[src/rtl/nsp_pkg.sv]
package nsp_pkg;

    typedef enum logic [2:0] {
        ST_IDLE,
        ST_ISSUE,
        ST_READ,
        ST_JUDGE,
        ST_REPORT
    } poll_state_t;

    typedef enum logic [1:0] {
        RES_BUSY    = 2'b00,
        RES_OK      = 2'b01,
        RES_ERR     = 2'b10,
        RES_TIMEOUT = 2'b11
    } poll_result_t;

    typedef enum logic [1:0] {
        BUS_NONE,
        BUS_CMD,
        BUS_READ
    } bus_op_t;

    localparam logic [7:0] STATUS_CMD = 8'h70;

endpackage

[src/rtl/nsp_bus_master.sv]
module nsp_bus_master
    import nsp_pkg::*;
#(
    parameter int DW = 8
) (
    input  logic          clk,
    input  logic          rst_n,
    input  bus_op_t       op,
    input  logic [DW-1:0] cmd_byte,
    input  logic [DW-1:0] rdata,
    output logic          cmd_wr,
    output logic          addr_wr,
    output logic          dat_wr,
    output logic          dat_rd,
    output logic [DW-1:0] wdata,
    output logic [DW-1:0] status_q
);

    always_comb begin
        cmd_wr  = (op == BUS_CMD);
        dat_rd  = (op == BUS_READ);
        addr_wr = 1'b0;
        dat_wr  = 1'b0;
        wdata   = cmd_wr ? cmd_byte : '0;
    end

    always_ff @(posedge clk or negedge rst_n) begin
        if (!rst_n) begin
            status_q <= '0;
        end else if (dat_rd) begin
            status_q <= rdata;
        end
    end

    AST_CAPTURE_ON_READ: assert property (@(posedge clk) disable iff (!rst_n)
        dat_rd |=> (status_q == $past(rdata)));

endmodule

[src/rtl/nsp_read_counter.sv]
module nsp_read_counter #(
    parameter int LIMIT = 100000,
    localparam int CW   = $clog2(LIMIT + 1)
) (
    input  logic          clk,
    input  logic          rst_n,
    input  logic          clear,
    input  logic          inc,
    output logic [CW-1:0] count,
    output logic          at_limit
);

    always_ff @(posedge clk or negedge rst_n) begin
        if (!rst_n) begin
            count <= '0;
        end else if (clear) begin
            count <= '0;
        end else if (inc) begin
            count <= count + 1'b1;
        end
    end

    assign at_limit = (count == CW'(LIMIT));

    AST_COUNT_BOUND: assert property (@(posedge clk) disable iff (!rst_n)
        count <= CW'(LIMIT));

    AST_CLEAR_ZERO: assert property (@(posedge clk) disable iff (!rst_n)
        clear |=> (count == '0));

endmodule

[src/rtl/nsp_status_decode.sv]
module nsp_status_decode #(
    parameter int DW        = 8,
    parameter int READY_BIT = 6,
    parameter int FAIL_BIT  = 0
) (
    input  logic [DW-1:0] status,
    output logic          ready,
    output logic          fail
);

    assign ready = status[READY_BIT];
    assign fail  = status[FAIL_BIT];

endmodule

[src/rtl/nand_status_poller.sv]
module nand_status_poller
    import nsp_pkg::*;
#(
    parameter int POLL_LIMIT = 100000,
    parameter int READY_BIT  = 6,
    parameter int FAIL_BIT   = 0,
    localparam int DW        = 8,
    localparam int CW        = $clog2(POLL_LIMIT + 1)
) (
    input  logic          clk,
    input  logic          rst_n,
    input  logic          start,
    output logic          done,
    output logic [1:0]    result,
    output logic          cmd_latch_wr,
    output logic          addr_latch_wr,
    output logic          data_wr,
    output logic          data_rd,
    output logic [DW-1:0] bus_wdata,
    input  logic [DW-1:0] bus_rdata
);

    poll_state_t  state_q, state_d;
    poll_result_t res_q;
    bus_op_t      op;
    logic         cnt_clear, cnt_inc, at_limit;
    logic         ready, fail;
    logic [CW-1:0] count;
    logic [DW-1:0] status_q;

    nsp_bus_master #(.DW(DW)) u_bus (
        .clk      (clk),
        .rst_n    (rst_n),
        .op       (op),
        .cmd_byte (STATUS_CMD),
        .rdata    (bus_rdata),
        .cmd_wr   (cmd_latch_wr),
        .addr_wr  (addr_latch_wr),
        .dat_wr   (data_wr),
        .dat_rd   (data_rd),
        .wdata    (bus_wdata),
        .status_q (status_q)
    );

    nsp_read_counter #(.LIMIT(POLL_LIMIT)) u_cnt (
        .clk      (clk),
        .rst_n    (rst_n),
        .clear    (cnt_clear),
        .inc      (cnt_inc),
        .count    (count),
        .at_limit (at_limit)
    );

    nsp_status_decode #(.DW(DW), .READY_BIT(READY_BIT), .FAIL_BIT(FAIL_BIT)) u_dec (
        .status (status_q),
        .ready  (ready),
        .fail   (fail)
    );

    // State register
    always_ff @(posedge clk or negedge rst_n) begin
        if (!rst_n) begin
            state_q <= ST_IDLE;
        end else begin
            state_q <= state_d;
        end
    end

    // Next-state logic
    always_comb begin
        state_d = state_q;
        unique case (state_q)
            ST_IDLE:   if (start) state_d = ST_ISSUE;
            ST_ISSUE:  state_d = ST_READ;
            ST_READ:   state_d = ST_JUDGE;
            ST_JUDGE: begin
                if (ready || at_limit) state_d = ST_REPORT;
                else                   state_d = ST_READ;
            end
            ST_REPORT: state_d = ST_IDLE;
            default:   state_d = ST_IDLE;
        endcase
    end

    // Outcome register
    always_ff @(posedge clk or negedge rst_n) begin
        if (!rst_n) begin
            res_q <= RES_BUSY;
        end else if (state_q == ST_IDLE && start) begin
            res_q <= RES_BUSY;
        end else if (state_q == ST_JUDGE) begin
            if (ready)         res_q <= fail ? RES_ERR : RES_OK;
            else if (at_limit) res_q <= RES_TIMEOUT;
        end
    end

    // Outputs decoded from state
    always_comb begin
        op        = BUS_NONE;
        cnt_clear = 1'b0;
        cnt_inc   = 1'b0;
        done      = 1'b0;
        unique case (state_q)
            ST_IDLE:   cnt_clear = start;
            ST_ISSUE:  op = BUS_CMD;
            ST_READ: begin
                op      = BUS_READ;
                cnt_inc = 1'b1;
            end
            ST_JUDGE:  ;
            ST_REPORT: done = 1'b1;
            default:   ;
        endcase
    end

    assign result = res_q;

    AST_CMD_BYTE: assert property (@(posedge clk) disable iff (!rst_n)
        cmd_latch_wr |-> (bus_wdata == STATUS_CMD));

    AST_NO_CMD_REPEAT: assert property (@(posedge clk) disable iff (!rst_n)
        data_rd |=> !cmd_latch_wr);

    AST_TIMEOUT_AT_LIMIT: assert property (@(posedge clk) disable iff (!rst_n)
        (done && result == RES_TIMEOUT) |-> at_limit);

    AST_DONE_PULSE: assert property (@(posedge clk) disable iff (!rst_n)
        done |=> !done);

    AST_DONE_CODE: assert property (@(posedge clk) disable iff (!rst_n)
        done |-> (result != RES_BUSY));

    AST_BUSY_WHILE_POLL: assert property (@(posedge clk) disable iff (!rst_n)
        data_rd |-> (result == RES_BUSY));

    AST_UNUSED_STROBES: assert property (@(posedge clk) disable iff (!rst_n)
        !addr_latch_wr && !data_wr);

endmodule

[config.mk]
export PLATFORM = sky130hd
export DESIGN_NAME = nand_status_poller
export DESIGN_NICKNAME = d
export VERILOG_FILES = /design/src/rtl/nsp_pkg.sv /design/src/rtl/nsp_bus_master.sv /design/src/rtl/nsp_read_counter.sv /design/src/rtl/nsp_status_decode.sv /design/src/rtl/nand_status_poller.sv
export SDC_FILE = /design/constraint.sdc
export NUM_CORES = 1
export LEC_CHECK = 0
export ABC_AREA = 1
export BUFFER_PORTS_ARGS = -buffer_cell sky130_fd_sc_hd__buf_2
export CELL_PAD_IN_SITES_DETAIL_PLACEMENT = 0
export CELL_PAD_IN_SITES_GLOBAL_PLACEMENT = 1
export CORE_ASPECT_RATIO = 1.1
export CORE_MARGIN = 10
export CORE_UTILIZATION = 25
export DETAILED_ROUTE_END_ITERATION = 16
export MAX_ROUTING_LAYER = met4
export PLACE_DENSITY = 0.57
export SYNTH_ARGS = -nofsm -noshare
export SYNTH_HDL_FRONTEND = slang
export SYNTH_SLANG_ARGS = --single-unit
[constraint.sdc]
create_clock -name clk -period 2 [get_ports clk]
set_clock_uncertainty 0.2 [all_clocks]
set_input_delay 0.2 -clock clk [delete_from_list [all_inputs] [get_ports clk]]
set_output_delay 0.2 -clock clk [all_outputs]
set_load 0.01 [all_outputs]
# Word level (Yosys, flattened, before mapping)

Cells that the tools add are included.

Bits in registers: 29
Input port bits: 11
Output and inout port bits: 15
Logic and storage cells: 35

Add/sub/neg operators: 1
Equal/unequal tests: 8
Multiplexer cells: 15
Reductions and logical operators: 7

Operators with widths:

| operator                                             | count |
|---|---|
| two-way mux 17 bit                                   | 2 |
| adder 17 x 1 -> 17 bit (second input constant)       | 1 |
| equality test 17 bit (second input constant)         | 1 |
| case mux 3 bit (4 select lines)                      | 1 |
| two-way mux 2 bit                                    | 5 |
| two-way mux 7 bit                                    | 1 |
| equality test 3 x 2 -> 1 bit (second input constant) | 2 |
| two-way mux 3 bit                                    | 2 |
| case mux 2 bit (2 select lines)                      | 1 |
| nonzero test 2 bit                                   | 2 |
| equality test 3 x 1 -> 1 bit (second input constant) | 1 |
| equality test 3 bit (second input constant)          | 1 |
| logical NOT 3 bit                                    | 1 |
| two-way mux 1 bit                                    | 3 |
| nonzero test 3 bit                                   | 1 |
| equality test 2 x 1 -> 1 bit (second input constant) | 1 |
| equality test 2 bit (second input constant)          | 1 |
| != test 2 bit (second input constant)                | 1 |
| AND reduction 2 bit                                  | 1 |
| logical AND 1 bit                                    | 1 |
| logical OR 1 bit                                     | 1 |

# Depth between registers and ports, before layout

Word-level depth: 5
Depth in mapped cells: 10
Gate-level depth less buffers: 10

# Cells and area by module

A second synthesis with hierarchy kept.

Cell total of the unflattened synthesis: 233
Area, all modules: 1751.7 um2

Modules (own cells, without submodules):

| module             | instances | cells an instance | area an instance (um2) | seq. area each (um2) |
|---|---|---|---|---|
| nsp_read_counter   | 1         | 135               | 1029.7                 | 425.4 |
| nsp_bus_master     | 1         | 58                | 422.9                  | 200.2 |
| nand_status_poller | 1         | 38                | 284.0                  | 125.1 |
| nsp_status_decode  | 1         | 2                 | 15.0                   | 0.0 |

# Least setup slack after synthesis

No wires, ideal clock.

Path type: register -> output
From: register state_q[1]
To: output port bus_wdata[4]
Arrival time: 1.087 ns
Required time: 1.600 ns
Path slack: 0.513 ns
Stages on the path, launching flop included: 3
Cell sequence: dfrtp_1 nor3_1 buf_4

Cells in the longest elaborated chain, start to end: 4
Elaborated cells between the ends (all ways): 5
Classes of those cells: eq/ne: 3; mux: 2

Ends and longest elaborated chain:

| element                                                                      | RTL line                  | RTL |
|---|---|---|
| from (decl)                                                                  | nand_status_poller.sv:23  | `poll_state_t state_q, state_d;` |
| from (signal assigned)                                                       | nand_status_poller.sv:65  | `state_q <= state_d;` |
| equality test 3 x 2 -> 1 bit or equality test 3 x 1 -> 1 bit (tied branches) | nand_status_poller.sv:103 | `unique case (state_q)` |
| case mux 2 bit (2 select lines) (*)                                          | nand_status_poller.sv:103 |  |
| equality test 2 x 1 -> 1 bit (*)                                             | nsp_bus_master.sv:20      | `cmd_wr = (op == BUS_CMD);` |
| net cmd_latch_wr                                                             | nand_status_poller.sv:15  | `output logic cmd_latch_wr,` |
| two-way mux 7 bit (*)                                                        | nsp_bus_master.sv:24      | `wdata = cmd_wr ? cmd_byte : '0;` |
| to (decl)                                                                    | nand_status_poller.sv:19  | `output logic [DW-1:0] bus_wdata,` |

The timed path passes the listed nets; every way through them passes the cells marked *.

# Final worst setup path

From: register state_q[2]
To: output port data_rd

Cells in the longest elaborated chain, start to end: 3
Elaborated cells between the ends (all ways): 4
Classes of those cells: eq/ne: 3; mux: 1

Ends and longest elaborated chain:

| element                                                                      | RTL line                  | RTL |
|---|---|---|
| equality test 3 x 2 -> 1 bit or equality test 3 x 1 -> 1 bit (tied branches) | nand_status_poller.sv:103 |  |
| case mux 2 bit (2 select lines) (*)                                          | nand_status_poller.sv:103 |  |
| equality test 2 bit (*)                                                      | nsp_bus_master.sv:21      | `dat_rd = (op == BUS_READ);` |
| to (decl)                                                                    | nand_status_poller.sv:18  | `output logic data_rd,` |

Every way passes the cells marked *; elsewhere a longest branch is shown, timed or not.

==> results.toml <==
[status]
status = "completed"

[synth]
ys_dominant_reg_cell = "dfrtp_1"
synth-xor-area-share_pct = 0
ys_warn_count = 0
synth-edff-count = 0
synth_adder_area_share_pct = 1.74
async_reset_ff_share_pct = 100
synth-compound-area-share_pct = 9.11
synth_top_area_share_pct = 41.7
netlist_instances = 197
synth_commonest_cells = "nand2_1 (41), inv_1 (30), nor2_1 (28)"
synth_area_leaders = "dfrtp_1 (42%), nand2_1 (11%), inv_1 (7.8%)"
yosys.cell_count.top_type = "nand2_1"
ys_ff_latch = 24
syn_area_per_cell_um2 = 7.32
yosys.area_share.simple_pct = 32.4
yosys.area.top_type = "dfrtp_1"
synth_top_family_by_area = "simple AND/OR/NAND/NOR gates"
yosysSeqAreaShare_pct = 41.7
synth_area_um2 = 1440
synth_mux_area_share_pct = 0
ys_types = 23

[die]
ioPinCount = 26
num_rows = 28
die_y_um = 99.6
core_area_um2 = 5500
die_x_um = 92.4
die_area_um2 = 9210
start_util_pct = 26.2

[drt]
via_per_inst = 4.09
drtPass1Iterations = 4
wl_um = 3300
wire_per_inst_um = 11.5
ant_nets = 0
drc_errors = 0
num_vias = 1170
first_iter_violations = 33

[sta]
timing.final.crit_share_pct = 93.5
tightestPinTransition_ns = 0.573
finalSetupViolCount = 0
drv_slew = 0
hold_viol = 0
rsz0062_at_grt = "false"
fmax_mhz = 535
setup_ws_ns = 0.130
tns_ns = 0
period_needed_ns = 1.87
slew_headroom_pct = 61.8

[clock_network]
clk_pin_slew_ns = 0.10
cts_root_buf = "clkbuf_8"
cts_tree = "yes"
cts-htree-levels = 1
cts.sinks = 24
clk_latency_ns = 0.27
cts_buffers = 3
cts_setup_buffers = 0
clockBufferDepth = 2

[critical_path]
critPathKind = "reg2out"
slowest_stage = "dfrtp_1"
cp_max_fo = 13
end_kind = "primary output"
critPathArrivalTime_ns = 1.47
path_cells = "nor2_2, nand2_4, inv_2, buf_4, buf_2"
startpoint = "state_q[2]$_DFFE_PN0P_"
max_stage_delay_ns = 0.43
r2r_start = "u_cnt.count[0]$_DFFE_PN0P_"
start_kind = "flop"
critPathRequiredTime_ns = 1.60

[grt]
antenna_found_initial = 0
grt.total_usage_pct = 8.00
grt_pass1_vias = 1219
gr-total-overflow = 0
grt_pass1_wl_um = 5910
grt_max_degree = 25

[hold_path]
hold_class = "in2reg"
hold_path_startpoint = "start"

[layout]
layout-drive-gt1-share_pct = 13.7
area_delta_synth_final_pct = 13.6
multi_input_area_um2 = 654
fin_cells = 286
final-seq-area_um2 = 601
postLayoutCellArea_um2 = 1640
diodes = 0
final_nets = 225
fillers = 619

[place]
dpl_worst_slack_ns = 0.275
dp.cells = 279
routabilityCongestion = 0.698
placed_area_um2 = 1530
port_buffers = 12
dpl.hpwl_um = 2450

[job]
cap_violations = 0

[power]
p_leak_uw = 0.000847
power_density_nw_per_um2 = 1100
ir_worst_vdd_mv = 0.330
[registers in the layout, indices dropped and copies added (netlist names)]
| name | flops |
|---|---|
| state_q | 3 |
| result | 2 |
| u_cnt.count | 17 |
| u_bus.status_q | 2 |
[where the power goes]
group | total [µW] | internal (µW) | switching (µW) | leakage, µW
clock network | 441 | 268 | 173 | 0.0000357
logic | 650 | 213 | 437 | 0.000493
registers | 713 | 599 | 114 | 0.000319
total | 1800 | 1080 | 724 | 0.000847
[per-stage QoR]
step                hold WS [ns]  power [µW]  util, %
finish                     0.159        1800     29.8
detailed placement        0.0404        1370     27.8
global route               0.232        1980     29.8
CTS                        0.180        1830     29.7
floorplan                 -0.296        1200        -
global placement          0.0422        1370     27.8
[logic make-up after synthesis]
| group | after synthesis |
|---|---|
| buf+inv | 43 |
| compound gates | 25 |
| flops | 24 |
| fa+ha+maj | 2 |
| other cells | 1 |
| simple gates | 102 |
[metal layers]
layer,track usage [%],part of all wire (%),wire length [µm],vias up
li1,-,-,-,628
met1,9.62,48,1590,520
met2,12.6,45,1500,17
met3,2.11,4.8,159,5
met4,2.85,1.7,57,0
met5,-,0,0,-
[worst max-delay path: cells and delay by family (launching register included)]
family | cells | cell delay (ns)
buffers and inverters | 3 | 0.45
flip-flops | 1 | 0.43
AND/OR/NAND/NOR | 2 | 0.32
[path summary, 6_finish.rpt]
| path | endpoint | slack [ns] | cells past startpoint |
|---|---|---|---|
| max | data_rd | 0.13 | 5 |
| max in group asynchronous | u_cnt.count[10]$_DFFE_PN0P_ | 0.98 | 2 |
| min | state_q[0]$_DFFE_PN0P_ | 0.16 | 3 |
| min in group asynchronous | u_cnt.count[11]$_DFFE_PN0P_ | 0.25 | 2 |
| max reg2reg | u_cnt.count[16]$_DFFE_PN0P_ | 0.41 | 9 |
| min reg2reg | result[1]$_DFFE_PN0P_ | 0.31 | 2 |
[layout make-up]
cell class	instances	share of cell area, %
Inverter	30	6.88
Clock buffer	3	2.52
Multi-Input combinational cell	136	40.0
Clock inverter	1	1.83
Tap cell	75	5.73
Sequential cell	24	36.7
Timing Repair Buffer	17	6.42
[cell usage in the layout (no fill, tap or decap), drive strengths merged, types with 2 or more instances in the layout]
cell	instances
nand3	10
nor3	9
conb	7
nand2	45
buf	14
o21ai	12
dlygate4sd3	3
ha	2
nand4	4
a21oi	10
clkbuf	3
dfrtp	24
nor2	33
inv	30
[what timing repair did]
action | 4_1_cts | 5_1_grt
hold buffers | 3 | 0
resized for setup | 1 | 1
endpoints found under the hold margin | 26 | 0
endpoints found under the setup margin | 1 | 1
No activity file was read; power rests on OpenSTA's default activity.
